==> config.mk <==
export PLATFORM = sky130hd
export DESIGN_NAME = phase_align_rx
export DESIGN_NICKNAME = d
export VERILOG_FILES = /design/src/rtl/pa_pkg.sv /design/src/rtl/pa_ctrl.sv /design/src/rtl/pa_datapath.sv /design/src/rtl/phase_align_rx.sv
export SDC_FILE = /design/constraint.sdc
export NUM_CORES = 1
export LEC_CHECK = 0
export BUFFER_PORTS_ARGS = -buffer_cell sky130_fd_sc_hd__buf_2
export CAP_MARGIN = 20
export CORE_MARGIN = 3
export CORE_UTILIZATION = 55
export DETAILED_ROUTE_END_ITERATION = 12
export PLACE_DENSITY = 0.77
export SLEW_MARGIN = 20
export SYNTH_ARGS = -nofsm -noshare
export SYNTH_HDL_FRONTEND = slang
export SYNTH_SLANG_ARGS = --single-unit
export TNS_END_PERCENT = 20
==> constraint.sdc <==
create_clock -name clk -period 5.5 [get_ports clk]
set_input_delay 1.1 -clock clk [delete_from_list [all_inputs] [get_ports clk]]
set_output_delay 1.1 -clock clk [all_outputs]
set_load 0.005 [all_outputs]
==> src/rtl/pa_pkg.sv <==
package pa_pkg;
  typedef struct packed {
    logic preOn;     // a preamble vector is on tapIn
    logic preFirst;  // first preamble vector of the slot
    logic preLast;   // last preamble vector, lock the tap now
    logic hdrShift;  // shift one header bit in
    logic hdrDone;   // final header bit, present the word
  } ctlStrobes_t;
endpackage

==> src/rtl/pa_ctrl.sv <==
module pa_ctrl
  import pa_pkg::*;
#(
  parameter int PRE_BITS = 4,
  parameter int HDR_BITS = 16
) (
  input  logic        clk,
  input  logic        rstN,
  input  logic        slotStart,
  output ctlStrobes_t strb
);
  localparam int PC_W = $clog2(PRE_BITS + 1);
  localparam int HC_W = $clog2(HDR_BITS + 1);

  logic            preActive;
  logic [PC_W-1:0] preCnt;
  logic [PC_W-1:0] preIdx;
  logic            hdrActive;
  logic [HC_W-1:0] hdrCnt;

  always_comb begin
    preIdx        = slotStart ? '0 : preCnt;
    strb.preOn    = slotStart | preActive;
    strb.preFirst = slotStart;
    strb.preLast  = strb.preOn && (preIdx == PC_W'(PRE_BITS - 1));
    // first header cycle only reads the preamble tail, so no shift there
    strb.hdrShift = hdrActive && (hdrCnt != '0);
    strb.hdrDone  = hdrActive && (hdrCnt == HC_W'(HDR_BITS));
  end

  always_ff @(posedge clk) begin
    if (!rstN) begin
      preActive <= 1'b0;
      preCnt    <= '0;
      hdrActive <= 1'b0;
      hdrCnt    <= '0;
    end else begin
      if (strb.preLast) begin
        preActive <= 1'b0;
        preCnt    <= '0;
      end else if (strb.preOn) begin
        preActive <= 1'b1;
        preCnt    <= preIdx + 1'b1;
      end
      if (strb.preLast) begin
        hdrActive <= 1'b1;
        hdrCnt    <= '0;
      end else if (slotStart || strb.hdrDone) begin
        hdrActive <= 1'b0;
      end else if (hdrActive) begin
        hdrCnt <= hdrCnt + 1'b1;
      end
    end
  end
endmodule

==> src/rtl/pa_datapath.sv <==
module pa_datapath
  import pa_pkg::*;
#(
  parameter int NUM_TAPS  = 8,
  parameter int PRE_BITS  = 4,
  parameter int HDR_BITS  = 16,
  parameter int ADDR_BITS = 8,
  localparam int TAP_W    = $clog2(NUM_TAPS)
) (
  input  logic                 clk,
  input  logic                 rstN,
  input  ctlStrobes_t          strb,
  input  logic [NUM_TAPS-1:0]  tapIn,
  input  logic [ADDR_BITS-1:0] nodeAddr,
  output logic [TAP_W-1:0]     selTap,
  output logic [HDR_BITS-1:0]  hdrWord,
  output logic                 hdrValid,
  output logic                 addrMatch
);
  localparam int AVG_SH = $clog2(PRE_BITS);
  localparam int SUM_W  = TAP_W + AVG_SH + 1;

  // adjacent-tap differences
  logic [NUM_TAPS-2:0] diffVec;
  for (genvar g = 0; g < NUM_TAPS - 1; g++) begin : g_diff
    assign diffVec[g] = tapIn[g] ^ tapIn[g+1];
  end

  logic                    edgeFound;
  logic [TAP_W-1:0]        edgePos;
  logic [TAP_W-1:0]        refPos, nextRef, rawDiff, avgPos, newSel;
  logic                    haveRef, curHave, nextHave;
  logic signed [SUM_W-1:0] sumAcc, curSum, stepDiff, nextSum, avgOff;
  logic                    useLive, lockOk, pickBit;
  logic [NUM_TAPS-1:0]     prevTaps;
  logic [HDR_BITS-2:0]     shiftReg;
  logic [HDR_BITS-1:0]     shiftNext;

  // lowest differing pair wins; higher ones are bounce
  always_comb begin
    edgeFound = |diffVec;
    edgePos   = '0;
    for (int i = NUM_TAPS - 2; i >= 0; i--)
      if (diffVec[i]) edgePos = TAP_W'(i);
  end

  always_comb begin
    curHave  = strb.preFirst ? 1'b0 : haveRef;
    curSum   = strb.preFirst ? '0 : sumAcc;
    rawDiff  = edgePos - refPos;
    stepDiff = (edgeFound && curHave)
             ? {{(SUM_W - TAP_W){rawDiff[TAP_W-1]}}, rawDiff} : '0;
    nextRef  = curHave ? refPos : edgePos;
    nextHave = curHave | edgeFound;
    nextSum  = curSum + stepDiff;
    avgOff   = nextSum >>> AVG_SH;
    avgPos   = TAP_W'(avgOff + SUM_W'(nextRef));
    newSel   = avgPos + TAP_W'(NUM_TAPS / 2);
    pickBit  = useLive ? tapIn[selTap] : prevTaps[selTap];
    shiftNext = {shiftReg, pickBit};
  end

  always_ff @(posedge clk) begin
    if (!rstN) begin
      refPos    <= '0;
      haveRef   <= 1'b0;
      sumAcc    <= '0;
      selTap    <= '0;
      useLive   <= 1'b0;
      lockOk    <= 1'b0;
      prevTaps  <= '0;
      shiftReg  <= '0;
      hdrWord   <= '0;
      hdrValid  <= 1'b0;
      addrMatch <= 1'b0;
    end else begin
      prevTaps <= tapIn;
      if (strb.preOn) begin
        refPos  <= nextRef;
        haveRef <= nextHave;
        sumAcc  <= nextSum;
      end
      if (strb.preLast) begin
        lockOk <= nextHave;
        if (nextHave) begin
          selTap  <= newSel;
          useLive <= newSel > avgPos;
        end
      end
      if (strb.hdrShift) shiftReg <= shiftNext[HDR_BITS-2:0];
      if (strb.hdrDone) begin
        hdrWord   <= shiftNext;
        hdrValid  <= lockOk;
        addrMatch <= lockOk && (shiftNext[HDR_BITS-1 -: ADDR_BITS] == nodeAddr);
      end else begin
        hdrValid  <= 1'b0;
        addrMatch <= 1'b0;
      end
    end
  end
endmodule

==> src/rtl/phase_align_rx.sv <==
module phase_align_rx
  import pa_pkg::*;
#(
  parameter int NUM_TAPS  = 8,
  parameter int PRE_BITS  = 4,
  parameter int HDR_BITS  = 16,
  parameter int ADDR_BITS = 8,
  localparam int TAP_W    = $clog2(NUM_TAPS)
) (
  input  logic                 clk,
  input  logic                 rstN,
  input  logic [NUM_TAPS-1:0]  tapIn,
  input  logic                 slotStart,
  input  logic [ADDR_BITS-1:0] nodeAddr,
  output logic [TAP_W-1:0]     selTap,
  output logic [HDR_BITS-1:0]  hdrWord,
  output logic                 hdrValid,
  output logic                 addrMatch
);
  ctlStrobes_t strb;

  pa_ctrl #(.PRE_BITS(PRE_BITS), .HDR_BITS(HDR_BITS)) u_ctrl (
    .clk(clk), .rstN(rstN), .slotStart(slotStart), .strb(strb)
  );

  pa_datapath #(
    .NUM_TAPS(NUM_TAPS), .PRE_BITS(PRE_BITS),
    .HDR_BITS(HDR_BITS), .ADDR_BITS(ADDR_BITS)
  ) u_dp (
    .clk(clk), .rstN(rstN), .strb(strb), .tapIn(tapIn), .nodeAddr(nodeAddr),
    .selTap(selTap), .hdrWord(hdrWord), .hdrValid(hdrValid), .addrMatch(addrMatch)
  );
endmodule

Yosys cells after proc, flatten, opt, wreduce, memory -nomap -nowiden:

Cells that the tools add are included.
W data, S select, Z words.

* register bits after elaboration: 66
* bits in latches: 0
* RAM bits: 0
* bits in read-only memories: 0
* input port bits: 19
* output and inout bits: 21
* word-level logic and storage cells: 69
* memories kept: 0

* $add $sub $neg: 6
* multiply operators: 0
* div/mod/pow operators: 0
* order comparisons: 2
* eq/ne operators: 3
* shift operators: 0
* multiplexer cells: 19
* bitwise logic cells: 11
* reduce and logical (&&, ||, !) cells: 13

Operators with widths (count)
* $mux W3: 9
* $mux W6: 2
* $eq A8 B8 Y1: 1
* $reduce_or A7 Y1: 1
* $xor A1 B1 Y1: 7
* $add A6 B6 Y6: 1
* $bmux W1 S3: 2
* $mux W1: 6
* $reduce_and A2 Y1: 3
* $add A5 B1 Y5 const B: 1
* $eq A5 B5 Y1 const B: 1
* $logic_and A1 B1 Y1: 5
* $reduce_bool A5 Y1: 1
* $lt A3 B4 Y1 const B: 1
* $add A3 B1 Y3 const B: 1
* $add A3 B3 Y3: 1
* $add A3 B3 Y3 const B: 1
* $eq A3 B2 Y1 const B: 1
* $gt A3 B3 Y1: 1
* $sub A3 B3 Y3: 1
* $not A1 Y1: 2
* $or A1 B1 Y1: 2
* $reduce_bool A2 Y1: 1
* $reduce_or A2 Y1: 1
* $logic_or A1 B1 Y1: 1

Longest topological paths before layout:

* depth after elaboration: 14
* mapped depth: 17

Modules after synthesis:

Synthesis repeated with hierarchy kept, for this count alone.

* cells, all modules: 322
* area, all modules: 2964.1 sq um

By module, submodules not included
* pa_datapath: instances 1, cells an instance 259, area an instance 2436.1 sq um, sequential area each 1001.0 sq um
* pa_ctrl: instances 1, cells an instance 63, area an instance 528.0 sq um, sequential area each 200.2 sq um

Least setup slack after synthesis:

No wires, ideal clock.

* path type: input port to flip-flop
* start: input port tapIn[0]
* end: register u_dp.useLive
* data arrival time: 4434 ps
* required time: 5363 ps
* path slack: 929 ps
* stages: 15
* buffers on the path: 0
* cell sequence: and2_1 a21bo_1 and2_1 ha_1 fa_1 nor3_1 ha_1 a21o_1 maj3_2 xor2_1 fa_1 xnor2_1 xnor2_1 xnor2_1 a21oi_1

* cells in the longest elaborated chain, start to end: 8
* elaborated cells on any way between the ends: 13

RTL lines
* start, declared: RTL line phase_align_rx.sv:12 `input logic [NUM_TAPS-1:0] tapIn,`
* $xor A1 B1 Y1 (*): RTL line pa_datapath.sv:26 `assign diffVec[g] = tapIn[g] ^ tapIn[g+1];`
* $mux W3 or $reduce_or A7 Y1 (tied branches): RTL line pa_datapath.sv:44, pa_datapath.sv:41
* $sub A3 B3 Y3 or $logic_and A1 B1 Y1 (tied branches): RTL line pa_datapath.sv:50, pa_datapath.sv:51
* $mux W6 (*): RTL line pa_datapath.sv:52 `? {{(SUM_W - TAP_W){rawDiff[TAP_W-1]}}, rawDiff} : '0;`
* $add A6 B6 Y6 (*): RTL line pa_datapath.sv:55 `nextSum = curSum + stepDiff;`
* net u_dp.nextSum[3]: RTL line pa_datapath.sv:33 `logic signed [SUM_W-1:0] sumAcc, curSum, stepDiff, nextSum, avgOff;`
* $add A3 B3 Y3 (*): RTL line pa_datapath.sv:57 `avgPos = TAP_W'(avgOff + SUM_W'(nextRef));`
* $add A3 B3 Y3: RTL line pa_datapath.sv:58 `newSel = avgPos + TAP_W'(NUM_TAPS / 2);`
* $gt A3 B3 Y1 (*): RTL line pa_datapath.sv:87 `useLive <= newSel > avgPos;`
* end signal, assigned: RTL line pa_datapath.sv:87
* end, declared: RTL line pa_datapath.sv:34 `logic useLive, lockOk, pickBit;`

Mark *: on every way through the listed nets, which the timed path passes. The rest lies on a longest branch.
A chain may end at the register's enable or synchronous reset.

Final worst setup path:

Same ends and word-level chain as after synthesis.

==> out/metrics.yaml <==
antenna_found_initial: 0
grt_pass1_wl_mm: 9.82
slew_at_the_pin_closest_to_its_max_slew_limit_ns: 0.960
cts.reportedPaths.clkPinSlew_ns: 0.06
ys_types: 47
total_global_routing_overflow: 0
period_needed_ns: 4.51
design.die.area_um2: 6030
critical_path_top_delay_cell: "sky130_fd_sc_hd__fa_1"
yosys.area.top_type_share_pct: 42.5
synthesis.area_um2: 2820
timing.setup.critical_path_class: "in2reg"
route.detailed.drc: 0
num-fill-cells: 405
synth_area_per_cell_um2: 8.51
synthDominantAreaCellType: "sky130_fd_sc_hd__dfxtp_1"
net_switching_fraction_of_the_power_pct: 20.7
min_delay_path_depth: 2
gr-usage-met2_pct: 32.0
post-synth-top-count-cell: "sky130_fd_sc_hd__nand2_1"
netlist_top_cells_count: "sky130_fd_sc_hd__nand2_1 (74), sky130_fd_sc_hd__dfxtp_1 (60), sky130_fd_sc_hd__a21oi_1 (43), sky130_fd_sc_hd__nor2_1 (26)"
critical_path.reg2reg.startpoint: "u_dp.refPos[0]"
grt_util_met1_pct: 26.6
holdPathEnd: "u_dp.sumAcc[0]"
root_buffer: "sky130_fd_sc_hd__clkbuf_8"
final_max_slew_viol_count: 0
synth_seq_area_share_pct: 42.5
power.share.sequential_pct: 44.5
crit_path_start_kind: "input pin"
cell_internal_pwr_w: 0.000794
p_per_area_nw_per_um2: 304
final_hold_viol_count: 0
final_core_util_pct: 67.9
num_antenna_cells: 0
io_buffer_count: 39
tritoncts: "done"
syn-instance-count: 332
syn-num-nets: 363
timing.setup.tns_ns: 0
prevailing_post_synth_register_cell: "sky130_fd_sc_hd__dfxtp_1"
numCtsBuffers: 9
ir_drop_mv: 0.355
globalRoute.busiestLayer: "met2"
die_h_um: 77.7
power.switching_w: 0.000207
core_area_um2: 4850
max_slew_margin_pct: 35.5
setup_viol: 0
clock_insertion_delay_worst_skew_ns: 0.33
share_of_async_settable_or_async_resettable_flops_after_synthesis_pct: 0
pin_count_of_the_biggest_net_entering_global_routing: 43
synth-seq-cells: 60
track_usage_pct: 20.4
min-delay-start: "u_dp.sumAcc[0]"
critPathArrivalTime_ns: 4.71
timing.critical_path.slowest_cell_delay_ns: 0.49
share_comb_of_total_power_pct: 6.8
ant_nets: 0
ff2ff_setup_slack_ns: 2.11
final_net_count: 398
gp_congestion: 0.832
synth_enable_flop_cells: 0
yosys_warnings: 0
timing.final.crit_share_pct: 82.0
start_util_pct: 58.2
clock_tree.buffer_depth: 2
r2r.worst_path.cells: 12
routed_wirelength_mm: 5.63
first_global_vias: 2157
grt.met3_usage_pct: 6.26
area.growth.synth_to_final_pct: 16.6
drt-initial-drc-count: 115
crit_path_max_fanout: 4
tritoncts_num_sinks: 60
drive_above_1_share_pct: 17.2
drt-wirelength-per-cell_um: 12.8
cts.hold.buffers_added: 0
worstPathCellList: "buf_2, and2_1, a21bo_1, and2_1, ha_1, fa_1, nor3_1, fa_1, xnor2_1, xnor2_1, ha_1, fa_1, xnor2_1, xnor2_1, xnor2_1, a21oi_1"
num_rows: 25
clockPowerShare_pct: 48.7
synth.area.top_cells: "sky130_fd_sc_hd__dfxtp_1 (43%), sky130_fd_sc_hd__nand2_1 (9.8%), sky130_fd_sc_hd__a21oi_1 (7.6%)"
achievable-frequency_mhz: 222
post_cts_resized: 0
rsz0062_at_grt: "no"
route.vias.total: 2325
crit_path_end_kind: "flip-flop"
dp_hpwl_mm: 3.91
avgViaCountPerCell: 5.30
post-cts-setup-buffer-count: 0
max_cap_violations: 0
power_leakage_nw: 1.38
worst_clock_skew_ns: 0.00643
outcome: "finished, final reports clean"
critical_path_required_ns: 5.70
cp_common_cell: "sky130_fd_sc_hd__xnor2_1"
htreeDepth: 3
crit-reg2reg-capture: "u_dp.useLive"
drtPass1Iterations: 4
io_pins: 40
die_x_um: 77.7
worstHoldPathType: "reg2reg"
[area by class of cell]
class / instances / area, µm² / area share [%]
clock buffer: 12 / 155 / 4.71
sequential: 60 / 1200 / 36.5
multi-input combinational: 251 / 1540 / 46.8
timing repair buffer: 39 / 195 / 5.93
clock inverter: 4 / 95.1 / 2.89
inverter: 6 / 22.5 / 0.684
tap: 67 / 83.8 / 2.55
[sequential cells by signal (all words and copies together), names as in the netlist, 2 cells and up]
register       cells
u_ctrl.hdrCnt      5
u_ctrl.preCnt      3
u_dp.hdrWord      16
u_dp.prevTaps      4
u_dp.refPos        3
u_dp.selTap        2
u_dp.shiftReg     15
u_dp.sumAcc        5
[cells by family after synthesis]
| family | count (synthesis) | synth area share (%) |
|---|---|---|
| xor+xnor | 20 | 6.20 |
| flops | 60 | 42.5 |
| simple gates | 142 | 23.3 |
| mux | 8 | 4.16 |
| buf+inv | 21 | 2.97 |
| fa+ha+maj | 13 | 6.51 |
| compound gates | 68 | 14.3 |
[layout by cell type (no fill, tap or decap), types with 6 or more instances in the layout]
cell type,count
sky130_fd_sc_hd__nand2b_1,6
sky130_fd_sc_hd__nor2b_1,8
sky130_fd_sc_hd__ha_1,9
sky130_fd_sc_hd__xor2_1,13
sky130_fd_sc_hd__and2_1,6
sky130_fd_sc_hd__nor2_1,26
sky130_fd_sc_hd__buf_2,39
sky130_fd_sc_hd__clkbuf_8,11
sky130_fd_sc_hd__dfxtp_1,60
sky130_fd_sc_hd__xnor2_1,7
sky130_fd_sc_hd__a21oi_1,43
sky130_fd_sc_hd__nand2_1,74
[how the worst max path moves through the flow]
stage                         from      endpoint  slack (ns)  cells past startpoint
final                     tapIn[0]  u_dp.useLive        0.99                     16
after CTS                 tapIn[5]  u_dp.useLive        0.99                     17
after detailed placement  tapIn[5]  u_dp.useLive        0.64                     17
after global placement    tapIn[0]  u_dp.useLive        0.69                     16
after floorplan           tapIn[0]  u_dp.useLive        0.93                     15
after global routing      tapIn[5]  u_dp.useLive        0.72                     17
[power by group through the flow]
stage	Sequential [W]	Clock, W	Combinational (W)
after detailed placement	0.000455	0	0.0000673
after CTS	0.000446	0.000499	0.0000679
after global placement	0.000455	0	0.0000649
final	0.000446	0.000488	0.0000678
after global routing	0.000446	0.000517	0.0000761
after floorplan	0.000454	0	0.0000465
[metal layers]
metal  vias up  wire length [µm]
met5         -                 0
met4         0                36
met3         4               245
met2        48              2720
met1      1081              2630
li1       1192                 -
[critical path: cells and delay by family]
| kind | cells | cell delay (ns) |
|---|---|---|
| fa+ha+maj | 5 | 1.78 |
| buf+inv | 1 | 0.11 |
| xor+xnor | 5 | 0.96 |
| simple gates | 3 | 0.44 |
| compound gates | 2 | 0.32 |
[metrics by stage]
| step | cells | hold slack [ns] | total power [W] | cell area, µm² | worst slack [ns] |
|---|---|---|---|---|---|
| after floorplan | 332 | 0.427 | 0.000501 | 2820 | 0.929 |
| after global placement | 423 | 0.434 | 0.000520 | 3040 | 0.690 |
| after detailed placement | 423 | 0.438 | 0.000523 | 3040 | 0.635 |
| after CTS | 439 | 0.447 | 0.00101 | 3290 | 0.992 |
| after global routing | 439 | 0.483 | 0.00104 | 3290 | 0.719 |
| final | 439 | 0.445 | 0.00100 | 3290 | 0.990 |
No activity file was read; power rests on OpenSTA's default activity.
